## src/rtl/trap_deleg_pkg.sv

```systemverilog
package trap_deleg_pkg;
  localparam logic [1:0] PRIV_U = 2'd0;
  localparam logic [1:0] PRIV_S = 2'd1;
  localparam logic [1:0] PRIV_M = 2'd3;

  localparam logic [1:0] SEL_IDELEG = 2'd0;
  localparam logic [1:0] SEL_EDELEG = 2'd1;
  localparam logic [1:0] SEL_SWPEND = 2'd2;

  localparam int unsigned IRQ_USI = 0;
  localparam int unsigned IRQ_SSI = 1;
  localparam int unsigned IRQ_MSI = 3;
  localparam int unsigned IRQ_UTI = 4;
  localparam int unsigned IRQ_STI = 5;
  localparam int unsigned IRQ_MTI = 7;
  localparam int unsigned IRQ_UEI = 8;
  localparam int unsigned IRQ_SEI = 9;
  localparam int unsigned IRQ_MEI = 11;

  localparam int unsigned EXC_ECALL_M = 11;
  localparam int unsigned NUM_PRIO = 6;
endpackage

```

## src/rtl/deleg_regs.sv

```systemverilog
module deleg_regs
  import trap_deleg_pkg::*;
#(
  parameter int unsigned XLEN  = 32,
  parameter int unsigned IRQ_W = 16,
  parameter int unsigned EXC_W = 16
) (
  input  logic             clk_i,
  input  logic             rst_ni,
  input  logic [1:0]       priv_i,
  input  logic             we_i,
  input  logic [1:0]       sel_i,
  input  logic [XLEN-1:0]  wdata_i,
  output logic [XLEN-1:0]  rdata_o,
  output logic [IRQ_W-1:0] ideleg_o,
  output logic [EXC_W-1:0] edeleg_o,
  output logic             stip_o
);
  localparam logic [IRQ_W-1:0] IDELEG_MASK =
      (IRQ_W'(1) << IRQ_USI) | (IRQ_W'(1) << IRQ_SSI) | (IRQ_W'(1) << IRQ_UTI) |
      (IRQ_W'(1) << IRQ_STI) | (IRQ_W'(1) << IRQ_UEI) | (IRQ_W'(1) << IRQ_SEI);
  localparam logic [EXC_W-1:0] EDELEG_MASK = ~(EXC_W'(1) << EXC_ECALL_M);

  logic m_wr;
  assign m_wr = we_i && (priv_i == PRIV_M);

  logic unused_wdata;
  assign unused_wdata = ^wdata_i;

  // Only legal bits get storage; the rest are tied low.
  for (genvar i = 0; i < IRQ_W; i++) begin : g_ideleg
    if (IDELEG_MASK[i]) begin : g_flop
      always_ff @(posedge clk_i or negedge rst_ni) begin
        if (!rst_ni)                           ideleg_o[i] <= 1'b0;
        else if (m_wr && sel_i == SEL_IDELEG)  ideleg_o[i] <= wdata_i[i];
      end
    end else begin : g_zero
      assign ideleg_o[i] = 1'b0;
    end
  end

  for (genvar i = 0; i < EXC_W; i++) begin : g_edeleg
    if (EDELEG_MASK[i]) begin : g_flop
      always_ff @(posedge clk_i or negedge rst_ni) begin
        if (!rst_ni)                           edeleg_o[i] <= 1'b0;
        else if (m_wr && sel_i == SEL_EDELEG)  edeleg_o[i] <= wdata_i[i];
      end
    end else begin : g_zero
      assign edeleg_o[i] = 1'b0;
    end
  end

  always_ff @(posedge clk_i or negedge rst_ni) begin
    if (!rst_ni)                           stip_o <= 1'b0;
    else if (m_wr && sel_i == SEL_SWPEND)  stip_o <= wdata_i[IRQ_STI];
  end

  always_comb begin
    rdata_o = '0;
    unique case (sel_i)
      SEL_IDELEG: rdata_o = XLEN'(ideleg_o);
      SEL_EDELEG: rdata_o = XLEN'(edeleg_o);
      SEL_SWPEND: rdata_o[IRQ_STI] = stip_o;
      default:    rdata_o = '0;
    endcase
  end

  AST_LOW_PRIV_WRITE_IGNORED: assert property (@(posedge clk_i) disable iff (!rst_ni)
    (we_i && priv_i != PRIV_M) |=> ($stable(ideleg_o) && $stable(edeleg_o) && $stable(stip_o)));

  AST_MACHINE_IRQ_NOT_DELEG: assert property (@(posedge clk_i) disable iff (!rst_ni)
    (m_wr && sel_i == SEL_IDELEG) |=>
      (!ideleg_o[IRQ_MSI] && !ideleg_o[IRQ_MTI] && !ideleg_o[IRQ_MEI]));

  AST_ECALL_M_NOT_DELEG: assert property (@(posedge clk_i) disable iff (!rst_ni)
    (m_wr && sel_i == SEL_EDELEG) |=> !edeleg_o[EXC_ECALL_M]);
endmodule

```

## src/rtl/irq_select.sv

```systemverilog
module irq_select
  import trap_deleg_pkg::*;
#(
  parameter int unsigned IRQ_W   = 16,
  parameter int unsigned CAUSE_W = 4
) (
  input  logic               clk_i,
  input  logic               rst_ni,
  input  logic [1:0]         priv_i,
  input  logic [IRQ_W-1:0]   pend_i,
  input  logic [IRQ_W-1:0]   en_i,
  input  logic [IRQ_W-1:0]   deleg_i,
  input  logic               mie_i,
  input  logic               sie_i,
  output logic               valid_o,
  output logic [CAUSE_W-1:0] cause_o,
  output logic               deleg_o
);
  // Index 0 is the highest priority.
  localparam int unsigned PRIO [NUM_PRIO]   = '{IRQ_MEI, IRQ_MSI, IRQ_MTI, IRQ_SEI, IRQ_SSI, IRQ_STI};
  localparam bit          IS_SUP [NUM_PRIO] = '{1'b0, 1'b0, 1'b0, 1'b1, 1'b1, 1'b1};

  logic [NUM_PRIO-1:0] elig;
  logic [NUM_PRIO-1:0] dlg;

  logic unused_bits;
  assign unused_bits = ^(pend_i & en_i & deleg_i);

  for (genvar i = 0; i < NUM_PRIO; i++) begin : g_elig
    logic live;
    assign live = pend_i[PRIO[i]] && en_i[PRIO[i]];
    if (IS_SUP[i]) begin : g_sup
      assign dlg[i] = deleg_i[PRIO[i]];
    end else begin : g_mach
      assign dlg[i] = 1'b0;
    end
    assign elig[i] = live && (dlg[i] ? ((priv_i == PRIV_U) || (priv_i == PRIV_S && sie_i))
                                     : ((priv_i != PRIV_M) || mie_i));
  end

  always_comb begin
    valid_o = 1'b0;
    cause_o = '0;
    deleg_o = 1'b0;
    for (int i = NUM_PRIO - 1; i >= 0; i--) begin
      if (elig[i]) begin
        valid_o = 1'b1;
        cause_o = CAUSE_W'(PRIO[i]);
        deleg_o = dlg[i];
      end
    end
  end

  AST_WINNER_LIVE: assert property (@(posedge clk_i) disable iff (!rst_ni)
    valid_o |-> (pend_i[cause_o] && en_i[cause_o]));

  AST_NO_DELEG_IN_M: assert property (@(posedge clk_i) disable iff (!rst_ni)
    (valid_o && priv_i == PRIV_M) |-> !deleg_o);
endmodule

```

## src/rtl/trap_deleg_sel.sv

```systemverilog
module trap_deleg_sel
  import trap_deleg_pkg::*;
#(
  parameter int unsigned XLEN    = 32,
  parameter int unsigned IRQ_W   = 16,
  parameter int unsigned EXC_W   = 16,
  parameter int unsigned CAUSE_W = $clog2(EXC_W)
) (
  input  logic               clk_i,
  input  logic               rst_ni,
  input  logic [1:0]         priv_i,
  input  logic               csr_we_i,
  input  logic [1:0]         csr_sel_i,
  input  logic [XLEN-1:0]    csr_wdata_i,
  output logic [XLEN-1:0]    csr_rdata_o,
  input  logic [IRQ_W-1:0]   irq_pend_i,
  input  logic [IRQ_W-1:0]   irq_en_i,
  input  logic               mie_i,
  input  logic               sie_i,
  input  logic               exc_valid_i,
  input  logic [CAUSE_W-1:0] exc_cause_i,
  output logic               trap_o,
  output logic               trap_irq_o,
  output logic [CAUSE_W-1:0] trap_cause_o,
  output logic [1:0]         trap_mode_o
);
  logic [IRQ_W-1:0]   ideleg;
  logic [EXC_W-1:0]   edeleg;
  logic               stip;
  logic [IRQ_W-1:0]   pend_eff;
  logic               irq_valid;
  logic [CAUSE_W-1:0] irq_cause;
  logic               irq_deleg;
  logic               sel_deleg;

  deleg_regs #(.XLEN(XLEN), .IRQ_W(IRQ_W), .EXC_W(EXC_W)) i_regs (
    .clk_i    (clk_i),
    .rst_ni   (rst_ni),
    .priv_i   (priv_i),
    .we_i     (csr_we_i),
    .sel_i    (csr_sel_i),
    .wdata_i  (csr_wdata_i),
    .rdata_o  (csr_rdata_o),
    .ideleg_o (ideleg),
    .edeleg_o (edeleg),
    .stip_o   (stip)
  );

  // Supervisor timer pending has no hardware source.
  always_comb begin
    pend_eff          = irq_pend_i;
    pend_eff[IRQ_STI] = stip;
  end

  irq_select #(.IRQ_W(IRQ_W), .CAUSE_W(CAUSE_W)) i_sel (
    .clk_i   (clk_i),
    .rst_ni  (rst_ni),
    .priv_i  (priv_i),
    .pend_i  (pend_eff),
    .en_i    (irq_en_i),
    .deleg_i (ideleg),
    .mie_i   (mie_i),
    .sie_i   (sie_i),
    .valid_o (irq_valid),
    .cause_o (irq_cause),
    .deleg_o (irq_deleg)
  );

  always_comb begin
    trap_o       = exc_valid_i || irq_valid;
    trap_irq_o   = !exc_valid_i && irq_valid;
    trap_cause_o = exc_valid_i ? exc_cause_i : irq_cause;
    sel_deleg    = exc_valid_i ? edeleg[exc_cause_i] : irq_deleg;
    trap_mode_o  = (trap_o && sel_deleg && priv_i != PRIV_M) ? PRIV_S : PRIV_M;
  end

  AST_NO_DOWNGRADE: assert property (@(posedge clk_i) disable iff (!rst_ni)
    (trap_o && priv_i == PRIV_M) |-> (trap_mode_o == PRIV_M));

  AST_EXC_FIRST: assert property (@(posedge clk_i) disable iff (!rst_ni)
    exc_valid_i |-> (trap_o && !trap_irq_o && trap_cause_o == exc_cause_i));

  AST_MTI_MACHINE: assert property (@(posedge clk_i) disable iff (!rst_ni)
    (trap_irq_o && trap_cause_o == CAUSE_W'(IRQ_MTI)) |-> (trap_mode_o == PRIV_M));

  AST_STIP_SW_ONLY: assert property (@(posedge clk_i) disable iff (!rst_ni)
    (trap_irq_o && trap_cause_o == CAUSE_W'(IRQ_STI)) |-> stip);
endmodule

```

## config.mk

```make
export PLATFORM = sky130hd
export DESIGN_NAME = trap_deleg_sel
export DESIGN_NICKNAME = d
export VERILOG_FILES = /design/src/rtl/trap_deleg_pkg.sv /design/src/rtl/deleg_regs.sv /design/src/rtl/irq_select.sv /design/src/rtl/trap_deleg_sel.sv
export SDC_FILE = /design/constraint.sdc
export NUM_CORES = 1
export LEC_CHECK = 0
export BUFFER_PORTS_ARGS = -buffer_cell sky130_fd_sc_hd__clkbuf_2
export CAP_MARGIN = 20
export CORE_UTILIZATION = 36
export CTS_CLUSTER_SIZE = 24
export DETAILED_ROUTE_END_ITERATION = 10
export GPL_ROUTABILITY_DRIVEN = 1
export GPL_TIMING_DRIVEN = 1
export PLACE_DENSITY = 0.76
export SLEW_MARGIN = 20
export SYNTH_ARGS = -nofsm -noshare
export SYNTH_HDL_FRONTEND = slang
export SYNTH_SLANG_ARGS = --single-unit
```

## constraint.sdc

```tcl
create_clock -name clk_i -period 1.15 [get_ports clk_i]
set_clock_uncertainty 0.05 [all_clocks]
set_input_delay 0.0575 -clock clk_i [delete_from_list [all_inputs] [get_ports clk_i]]
set_output_delay 0.0575 -clock clk_i [all_outputs]
set_load 0.01 [all_outputs]
```

# Word-level counts from Yosys, hierarchy flattened
# Cells that the tools add are included.
# classes
reduce_logical,26
muxes,29
order_cmp,1
eq_ne,5
# op_table
cell,count
$mux 4,6
$logic_and 1x1->1,20
$pmux 10 s2,1
$mux 1,17
$pmux 5 s2,1
$lt 4x5->1 const B,1
$bmux 1 s4,1
$eq 2x1->1 const B,2
$eq 2x2->1 const B,2
$logic_not 2->1,2
$logic_or 1x1->1,3
$mux 3,1
$pmux 1 s3,1
$mux 2,1
$ne 2x2->1 const B,1
$logic_not 1->1,1
# word_totals
wordCells,83
register_bits,22
output_inout_bits,40
inputBits,78

# Logic depth before layout (Yosys ltp)
# Gate-level depths: netlist of run 1.
# depth
ltp_word,15
depth_mapped,5

# By module
# From an unflattened synthesis of run 1, not the netlist that was laid out.
# hier_totals
cells_unflattened,162
hier_area_um2,1694.1
# by_module_without_submodules
mod,area_each_um2,instances,cells_each
deleg_regs,1243.7,1,103
trap_deleg_sel,245.2,1,28
irq_select,205.2,1,31

# Worst setup path after synthesis of run 1
# No wires, ideal clock.
# synth_timing
path_type,register to output
start,reg i_regs.edeleg_o[12]
end,out trap_mode_o[1]
path_stages_with_launch,5
arrival_time_ps,1370
setup_slack_ps,-328
cell_sequence,dfrtp_1 > mux4_1 > nor2_1 > a311oi_1 > a311oi_1
# synth_via
elab_chain_cells,6
# synth_rtl
item,line,text
from (decl),deleg_regs.sv:16,"output logic [EXC_W-1:0] edeleg_o,"
"from (signal, indexed assignment)",deleg_regs.sv:46,else if (m_wr && sel_i == SEL_EDELEG) edeleg_o[i] <= wdata_i[i];
$bmux 1 s4,trap_deleg_sel.sv:73,sel_deleg = exc_valid_i ? edeleg[exc_cause_i] : irq_deleg;
$mux 1 (not written as such),trap_deleg_sel.sv:73,
$mux 1,trap_deleg_sel.sv:73,
$logic_and 1x1->1 (2 in series),trap_deleg_sel.sv:74,trap_mode_o = (trap_o && sel_deleg && priv_i != PRIV_M) ? PRIV_S : PRIV_M;
$mux 2,trap_deleg_sel.sv:74,
to (decl),trap_deleg_sel.sv:25,output logic [1:0] trap_mode_o
# Every way passes these cells. The select of a mux whose other input is x is not followed.

# Worst setup path in the final report of run 1
# layout_timing
start,reg i_regs.edeleg_o[0]
end,out trap_mode_o[1]
# Same word-level chain as after synthesis.

==> impl_metrics.json, run 1 <==
{
  "max_slew_margin_pct": 63.33,
  "clk_pin_slew_ns": 0.07,
  "yosysMostFrequentCell": "mux2_2",
  "drtAntennaViolNets": 0,
  "synth.distinct_cells": 39,
  "track_usage_pct": 19.28,
  "dp_hpwl_mm": 3.266,
  "drive_gt1_share_pct": 62.08,
  "clockBufferDepth": 2,
  "cts_made_buffers": 3,
  "fmax_ghz": 0.5518,
  "synthCells": 152,
  "first_pass_iters": 4,
  "ys_ff_latch": 22,
  "cts_num_sinks": 22,
  "root_buffer": "clkbuf_8",
  "setup_viol": 12,
  "p_per_area_nw_per_um2": 1132,
  "vias": 1568,
  "finalWirelength_mm": 4.501,
  "rows": 23,
  "drtIter0Drc": 38,
  "wire_per_inst_um": 14.11,
  "ys_seq_area_share_pct": 34.81,
  "htreeDepth": 1,
  "dieArea_um2": 4662,
  "pre_cts_ws_ns": -0.4278,
  "hold_viol_final": 0,
  "die_h_um": 68.28,
  "synth_area_per_cell_um2": 10.40,
  "die_w_um": 68.28,
  "worst_skew_pair.late_latency_ns": 0.25,
  "synth_edf_count": 0,
  "cts_tree": "done",
  "setup_ws_ns": -0.6623,
  "final_nets": 349,
  "vdd_drop_max_uv": 762.8,
  "drcViolationCount": 0,
  "area_growth_pct": 63.92,
  "synth_flop_cell": "dfrtp_1",
  "violations": "setup timing",
  "synth_common_cells": "23 x mux2_2, 22 x dfrtp_1, 19 x buf_4",
  "portBuffers": 61,
  "rsz0062_at_grt": "true",
  "path_max_fanout": 2,
  "worst_setup_path_end_kind": "output pin",
  "pin_count": 118,
  "cp.arrival_ns": 1.70,
  "hold_ws_ns": 0.006245,
  "synth_area_um2": 1582,
  "outcome": "complete, but fails checks",
  "grt_pass1_wl_mm": 6.582,
  "drv_slew": 0,
  "place.gp.congestion": 0.8108,
  "yosys.area.top_type": "dfrtp_1",
  "start_kind": "flop",
  "async_flop_share_pct": 100.0,
  "p_leak_nw": 1.288,
  "period_needed_ns": 1.812,
  "grt_start_max_net_pins": 23,
  "tns_ns": -3.285,
  "critical_path_class": "flop to output pin",
  "viasPerCell": 4.915,
  "first_global_vias": 1485,
  "synth_top_area_share_pct": 34.81,
  "start_util_pct": 38.43,
  "worst_pin_slew_ns": 0.5500,
  "antenna_found_initial": 0,
  "finalCritPeriodShare_pct": 157.6,
  "yosys-top-cells-area": "dfrtp_1 35%, mux2_2 16%, buf_4 9.0%",
  "required_ns": 1.04,
  "num_antenna_cells": 0,
  "hp-class": "input pin to flop",
  "core_area_um2": 4115,
  "maxCapViolCount": 0,
  "yosysWarnings": 0,
  "overflow": 0
}
-- state kept, by name, summed over array words and instances, names as in the netlist --
register / count
i_regs.ideleg_o: 6
i_regs.stip_o: 1
i_regs.edeleg_o: 15
-- worst max-delay path, stage by stage, from the launching register on --
cell and delay (ns):
dfrtp_1 0.40, mux4_2 0.47, mux2i_1 0.15, nor2_1 0.07, a311oi_2 0.19, buf_2 0.17
-- path summary, 6_finish.rpt --
| path | start | to | slack (ns) | depth (start not counted) |
|---|---|---|---|---|
| setup / recovery | i_regs.edeleg_o[0] | trap_mode_o[1] | -0.66 | 5 |
| hold / removal | csr_wdata_i[0] | i_regs.edeleg_o[0] | 0.006 | 2 |
| setup reg to reg | i_regs.ideleg_o[1] | i_regs.ideleg_o[1] | 0.07 | 3 |
| hold reg to reg | i_regs.ideleg_o[0] | i_regs.ideleg_o[0] | 0.47 | 1 |
| max in group asynchronous | rst_ni | i_regs.ideleg_o[5] | 0.39 | 2 |
| min in group asynchronous | rst_ni | i_regs.ideleg_o[0] | 0.27 | 2 |
-- power by group --
group	leakage (nW)	total [mW]	internal, mW	switching (mW)
registers	0.267	1.10	0.958	0.141
logic	0.999	1.37	0.854	0.521
clock network	0.0216	0.461	0.233	0.228
-- final cells by class --
class,instances,area (um2)
clock buffers,3,41.29
repair buffers,121,885.9
inverters,1,3.754
multi-input cells,122,1046
well taps,50,62.56
fillers,346,1523
flip-flops and latches,22,553.0
-- layout by cell type (no fill, tap or decap), types with 3 or more instances in the layout --
master / n
nor2_1: 13
mux4_2: 3
conb_1: 18
clkbuf_2: 43
buf_4: 35
dfrtp_1: 20
mux2_4: 10
nand3b_1: 4
mux2_2: 13
nand2_1: 9
buf_2: 10
nand3_1: 3
buf_6: 22
clkbuf_8: 3
mux2i_1: 7
and2_4: 8
dlygate4sd3_1: 11
-- timing repair --
action | in CTS | in global routing
gates resized for setup | 20 | 48
hold buffers | 11 | 0
endpoints found under the setup margin | 13 | 22
pin swaps | 12 | 12
endpoints found under the hold margin | 32 | 0
setup buffers | 6 | 9
-- logic make-up (layout without fill, tap and decap cells) --
kind of cell	count (synthesis)	after routing	share of synthesized area, %
AOI/OAI and AO/OA	19	19	8.862
other	2	18	0.4749
muxes	34	34	26.19
DFF	22	22	34.81
and+or+nand+nor	51	51	18.43
buffers and inverters	24	125	11.23
-- per-layer routing --
| metal | up-vias | global-route usage [%] | wire (um) |
|---|---|---|---|
| met5 | - | 0 | 0 |
| met4 | 0 | 5.990 | 40 |
| met3 | 4 | 1.833 | 273 |
| met2 | 70 | 35.17 | 2325 |
| met1 | 737 | 23.57 | 1862 |
| li1 | 757 | - | - |
-- metrics by stage --
stage / utilization, % / instances / total power [mW] / instance area, um2
global route: 63.00 / 319 / 3.114 / 2592
CTS: 59.84 / 316 / 2.788 / 2462
global placement: 54.15 / 300 / 2.179 / 2228
detailed placement: 54.15 / 300 / 2.200 / 2228
finish: 63.00 / 319 / 2.935 / 2592
floorplan: - / 168 / 1.670 / 1712
Power figures use the tool's default switching activity.
==> run 2: changes to the inputs <==
- PLACE_DENSITY: 0.76 -> 0.81
==> run 2 against run 1 <==
The flow still finishes with violations (setup timing); sequential power hardly changed; sequential share of layout area is 0.40 points lower; global-route usage increased by 0.16 points; maximum frequency is 3.1% lower; first-iteration DRC count rose by 42%; power is 9.2% higher; die area did not move; critical path type unchanged; critical endpoint unchanged.
==> impl_metrics.json, run 2 (synthesis results as in run 1) <==
{
  "design_area_um2": 2636,
  "first_pass_iters": 4,
  "antenna_found_initial": 0,
  "cts_num_sinks": 22,
  "regToRegEndpoint": "i_regs.edeleg_o[2]",
  "largest_reg_flops": 15,
  "htreeDepth": 1,
  "violations": "setup timing",
  "p_leak_nw": 1.322,
  "rows": 23,
  "clockBufferDepth": 2,
  "dp_hpwl_mm": 3.362,
  "drtAntennaViolNets": 0,
  "track_usage_pct": 19.43,
  "dieArea_um2": 4662,
  "final_cell_mix": "46 x clkbuf_2, 41 x buf_4, 21 x dfrtp_1",
  "pin_count": 118,
  "top_regs": "i_regs.edeleg_o x15, i_regs.ideleg_o x6, i_regs.stip_o x1",
  "required_ns": 1.04,
  "cts_tree": "done",
  "worstHoldStart": "csr_wdata_i[0]",
  "worst_skew_pair.late_latency_ns": 0.26,
  "final_nets": 353,
  "rsz0062_at_grt": "true",
  "setup_ws_ns": -0.7206,
  "period_needed_ns": 1.871,
  "start_kind": "flop",
  "die_w_um": 68.28,
  "outcome": "complete, but fails checks",
  "final_common_cell": "clkbuf_2",
  "core_area_um2": 4115,
  "start_util_pct": 38.43,
  "slowest_delay_ns": 0.48,
  "vdd_drop_max_uv": 981.3,
  "cts_made_buffers": 3,
  "fmax_ghz": 0.5346,
  "clk_pin_slew_ns": 0.08,
  "maxCapViolCount": 0,
  "root_buffer": "clkbuf_8",
  "first_global_vias": 1536,
  "vias": 1570,
  "ff2ff_setup_slack_ns": 0.09,
  "finalCritPeriodShare_pct": 162.7,
  "drive_gt1_share_pct": 60.58,
  "grt_start_max_net_pins": 23,
  "place_area_um2": 2236,
  "critical_path_class": "flop to output pin",
  "drtIter0Drc": 54,
  "drv_slew": 0,
  "pre_cts_ws_ns": -0.4518,
  "fin_util_pct": 64.06,
  "regArea_um2": 551.8,
  "overflow": 0,
  "wire_per_inst_um": 14.23,
  "path_max_fanout": 2,
  "hp-class": "input pin to flop",
  "min_to": "i_regs.edeleg_o[0]",
  "critPathTopFamily": "multiplexers",
  "crit_buf_inv": 1,
  "multiInputGateArea_um2": 1035,
  "r2r_cells": 3,
  "area_growth_pct": 66.69,
  "r2r-start": "i_regs.edeleg_o[2]",
  "worst_pin_slew_ns": 0.5532,
  "setup_viol": 13,
  "tns_ns": -3.487,
  "p_per_area_nw_per_um2": 1216,
  "fillerInstances": 325,
  "drcViolationCount": 0,
  "hold_ws_ns": 0.005627,
  "worst_setup_path_end_kind": "output pin",
  "die_h_um": 68.28,
  "portBuffers": 61,
  "hold_viol_final": 0,
  "viasPerCell": 4.846,
  "critPathSlowestCell": "mux4_2",
  "place.gp.congestion": 0.9193,
  "largest_register": "i_regs.edeleg_o",
  "path_cells": "mux4_2, mux2i_1, nor2_1, a311oi_2, buf_2",
  "grt_pass1_wl_mm": 6.596,
  "finalWirelength_mm": 4.609,
  "num_antenna_cells": 0,
  "whs_path_depth": 2,
  "max_slew_margin_pct": 63.12,
  "cp.arrival_ns": 1.76
}
==> run 2: final cells by class <==
type,instances,area share [%]
clock buffer,3,1.566
multi-input combinational,122,39.25
tap,50,2.373
inverter,1,0.1424
sequential,22,20.93
timing repair buffer,125,34.60
clock inverter,1,1.139
==> run 2: worst register-to-register path, delay by kind of cell (launching register included) <==
family                 cells  cell delay, ns
multiplexers               1            0.26
flip-flops                 1            0.40
buffers and inverters      2            0.24
==> run 2: worst max path at each step <==
stage                   startpoint              to  depth (start not counted)
6_report        i_regs.edeleg_o[7]  trap_mode_o[1]                          5
5_1_grt        i_regs.edeleg_o[12]  trap_mode_o[1]                          5
4_1_cts         i_regs.edeleg_o[2]  trap_mode_o[1]                          5
3_5_place_dp    i_regs.edeleg_o[2]  trap_mode_o[1]                          5
3_3_place_gp    i_regs.edeleg_o[2]  trap_mode_o[1]                          5
2_1_floorplan  i_regs.edeleg_o[12]  trap_mode_o[1]                          4
==> run 2: power by group <==
| part | switching (mW) | internal, mW | total (mW) |
|---|---|---|---|
| clock network | 0.248 | 0.465 | 0.713 |
| registers | 0.138 | 0.955 | 1.09 |
| logic | 0.534 | 0.865 | 1.40 |
==> run 2: repair_timing <==
item                                    in CTS  in global routing
endpoints found under the setup margin      13                 22
hold endpoints to repair                    37                  0
pin swaps                                    7                  9
setup buffers                                3                  9
hold buffers                                13                  0
resized for setup                           16                 44
==> run 2: per-layer routing <==
metal	share of wire, %	wire, um	global-route usage, %
met1	43	2000	22.15
met2	50	2319	36.52
met3	4.6	212	2.167
met4	1.7	77	7.292
met5	0	0	0
==> run 2: through the flow <==
stage / std cells / total power, mW
after floorplan: 168 / 1.670
after global placement: 301 / 2.173
after detailed placement: 301 / 2.212
after CTS: 319 / 3.047
after global routing: 324 / 3.378
final: 324 / 3.205
==> run 3: changes to the inputs <==
- CORE_UTILIZATION: 36 -> 40
- PLACE_DENSITY: 0.81 -> 0.85
- clock period: 1.15 -> 1.8 ns (I/O delays scaled with it)
==> run 3 against run 2 <==
The run still ends with setup timing left; non-clock buffer count shrank 51; sequential share of layout area grew 6.8 points; design area shrank 24%; first-iteration DRC count shrank 31%; hold slack lost 0.0045 ns; setup slack gained 0.64 ns; critical path depth is the same; count of clock-buffer cells in the layout is the same.
==> impl_metrics.json, run 3 (synthesis results as in run 1) <==
{
  "outcome": "complete, but fails checks",
  "violations": "setup timing",
  "max_slew_margin_pct": 59.52,
  "drive_gt1_share_pct": 51.80,
  "die_w_um": 64.88,
  "met2WireLength_mm": 1.755,
  "area_growth_pct": 26.42,
  "wl_met1_mm": 1.574,
  "drtAntennaViolNets": 0,
  "viasPerCell": 5.119,
  "cp.arrival_ns": 1.75,
  "top_layer": "met4",
  "p_leak_nw": 0.9860,
  "wire_per_inst_um": 13.68,
  "worst_setup_path_end_kind": "output pin",
  "vdd_drop_max_uv": 629.2,
  "hold_viol_final": 0,
  "hp-class": "input pin to flop",
  "antenna_found_initial": 0,
  "path_max_fanout": 2,
  "placed_cells": 256,
  "first_pass_iters": 4,
  "overflow": 0,
  "clockBufferDepth": 2,
  "cts_made_buffers": 3,
  "largest_reg_flops": 15,
  "final_common_cell": "clkbuf_2",
  "maxCapViolCount": 0,
  "place.gp.congestion": 0.8193,
  "track_usage_pct": 18.00,
  "p_total_mw": 1.584,
  "cts_tree": "done",
  "rsz0062_at_grt": "true",
  "die_h_um": 64.88,
  "final_nets": 302,
  "grt_pass1_wl_mm": 5.892,
  "portBuffers": 61,
  "grt_start_max_net_pins": 23,
  "design_area_um2": 1999,
  "setup_viol": 1,
  "core_area_um2": 3716,
  "start_kind": "flop",
  "num_antenna_cells": 0,
  "vias": 1382,
  "worst_skew_pair.late_latency_ns": 0.27,
  "start_util_pct": 42.56,
  "required_ns": 1.66,
  "critical_path_class": "flop to output pin",
  "fmax_ghz": 0.5305,
  "root_buffer": "clkbuf_8",
  "wl_met3_um": 292,
  "largest_register": "i_regs.edeleg_o",
  "dp_hpwl_mm": 2.736,
  "dieArea_um2": 4209,
  "htreeDepth": 1,
  "pin_count": 118,
  "drv_slew": 0,
  "rows": 22,
  "top_regs": "i_regs.edeleg_o x15, i_regs.ideleg_o x6, i_regs.stip_o x1",
  "p_per_area_nw_per_um2": 792.1,
  "cts_num_sinks": 22,
  "period_needed_ns": 1.885,
  "finalCritPeriodShare_pct": 104.7,
  "finalWirelength_mm": 3.693,
  "place_area_um2": 1848,
  "drcViolationCount": 0,
  "clk_pin_slew_ns": 0.07,
  "final_cell_mix": "59 x clkbuf_2, 23 x mux2_2, 19 x dfrtp_1",
  "first_global_vias": 1303,
  "tns_ns": -0.08517,
  "setup_ws_ns": -0.08517,
  "finalNonFillerCells": 270,
  "worst_pin_slew_ns": 0.6071,
  "drtIter0Drc": 37
}
-- run 3: changes by cell type in the layout (fill, tap and decap cells not counted), sizes merged --
cell,before,now
buf,66,14
clkbuf,49,62
dlygate4sd3,13,1
bufinv,1,0
-- run 3: critical path: stages (launching register included) --
cell and delay (ns):
dfrtp_1 0.40, mux4_2 0.47, mux2i_1 0.16, nor2_1 0.08, a311oi_2 0.20, buf_2 0.17
-- run 3: area by class of cell --
type	count	area, um2
timing repair buffer	74	411.6
inverter	1	3.754
tap	48	60.06
sequential	22	554.3
clock buffer	3	41.29
fill	360	1717
multi-input combinational	122	928.4
-- run 3: layer usage --
layer  track usage, %  vias up
met2            29.04       71
met4            7.500        0
met1            23.67      647
met5                0        -
li1                 -      657
met3            2.993        7
-- run 3: report_power, final --
group,internal [mW],switching (mW)
Combinational,0.324,0.247
Sequential,0.613,0.0927
Clock,0.150,0.157
-- run 3: path summary, 6_finish.rpt --
path                                     from             endpoint  slack, ns  cells after the start
max in group asynchronous              rst_ni   i_regs.ideleg_o[1]       1.03                      2
setup reg to reg           i_regs.ideleg_o[1]   i_regs.ideleg_o[1]       0.80                      2
min in group asynchronous              rst_ni   i_regs.edeleg_o[2]       0.29                      2
hold / removal                csr_wdata_i[15]  i_regs.edeleg_o[15]      0.001                      2
setup / recovery           i_regs.edeleg_o[1]       trap_mode_o[1]      -0.09                      5
hold reg to reg            i_regs.ideleg_o[0]   i_regs.ideleg_o[0]       0.46                      1
-- run 3: stage by stage --
stage,setup WS [ns],hold slack [ns],util (%)
6_report,-0.08517,0.001152,53.80
5_1_grt,-0.1856,0.003575,53.80
2_1_floorplan,0.2897,-0.2556,-
3_5_place_dp,0.1146,0.04531,49.73
3_3_place_gp,0.1244,0.03894,49.73
4_1_cts,-0.1730,0.002127,52.05
-- run 3: what timing repair did --
| item | 4_1_cts | 5_1_grt |
|---|---|---|
| pin swaps | 1 | 5 |
| resized for setup | 2 | 11 |
| setup buffers | 5 | 5 |
| endpoints found under the setup margin | 2 | 3 |
| hold endpoints to repair | 22 | 0 |
| hold buffers | 1 | 0 |
| cloned | 0 | 0 |
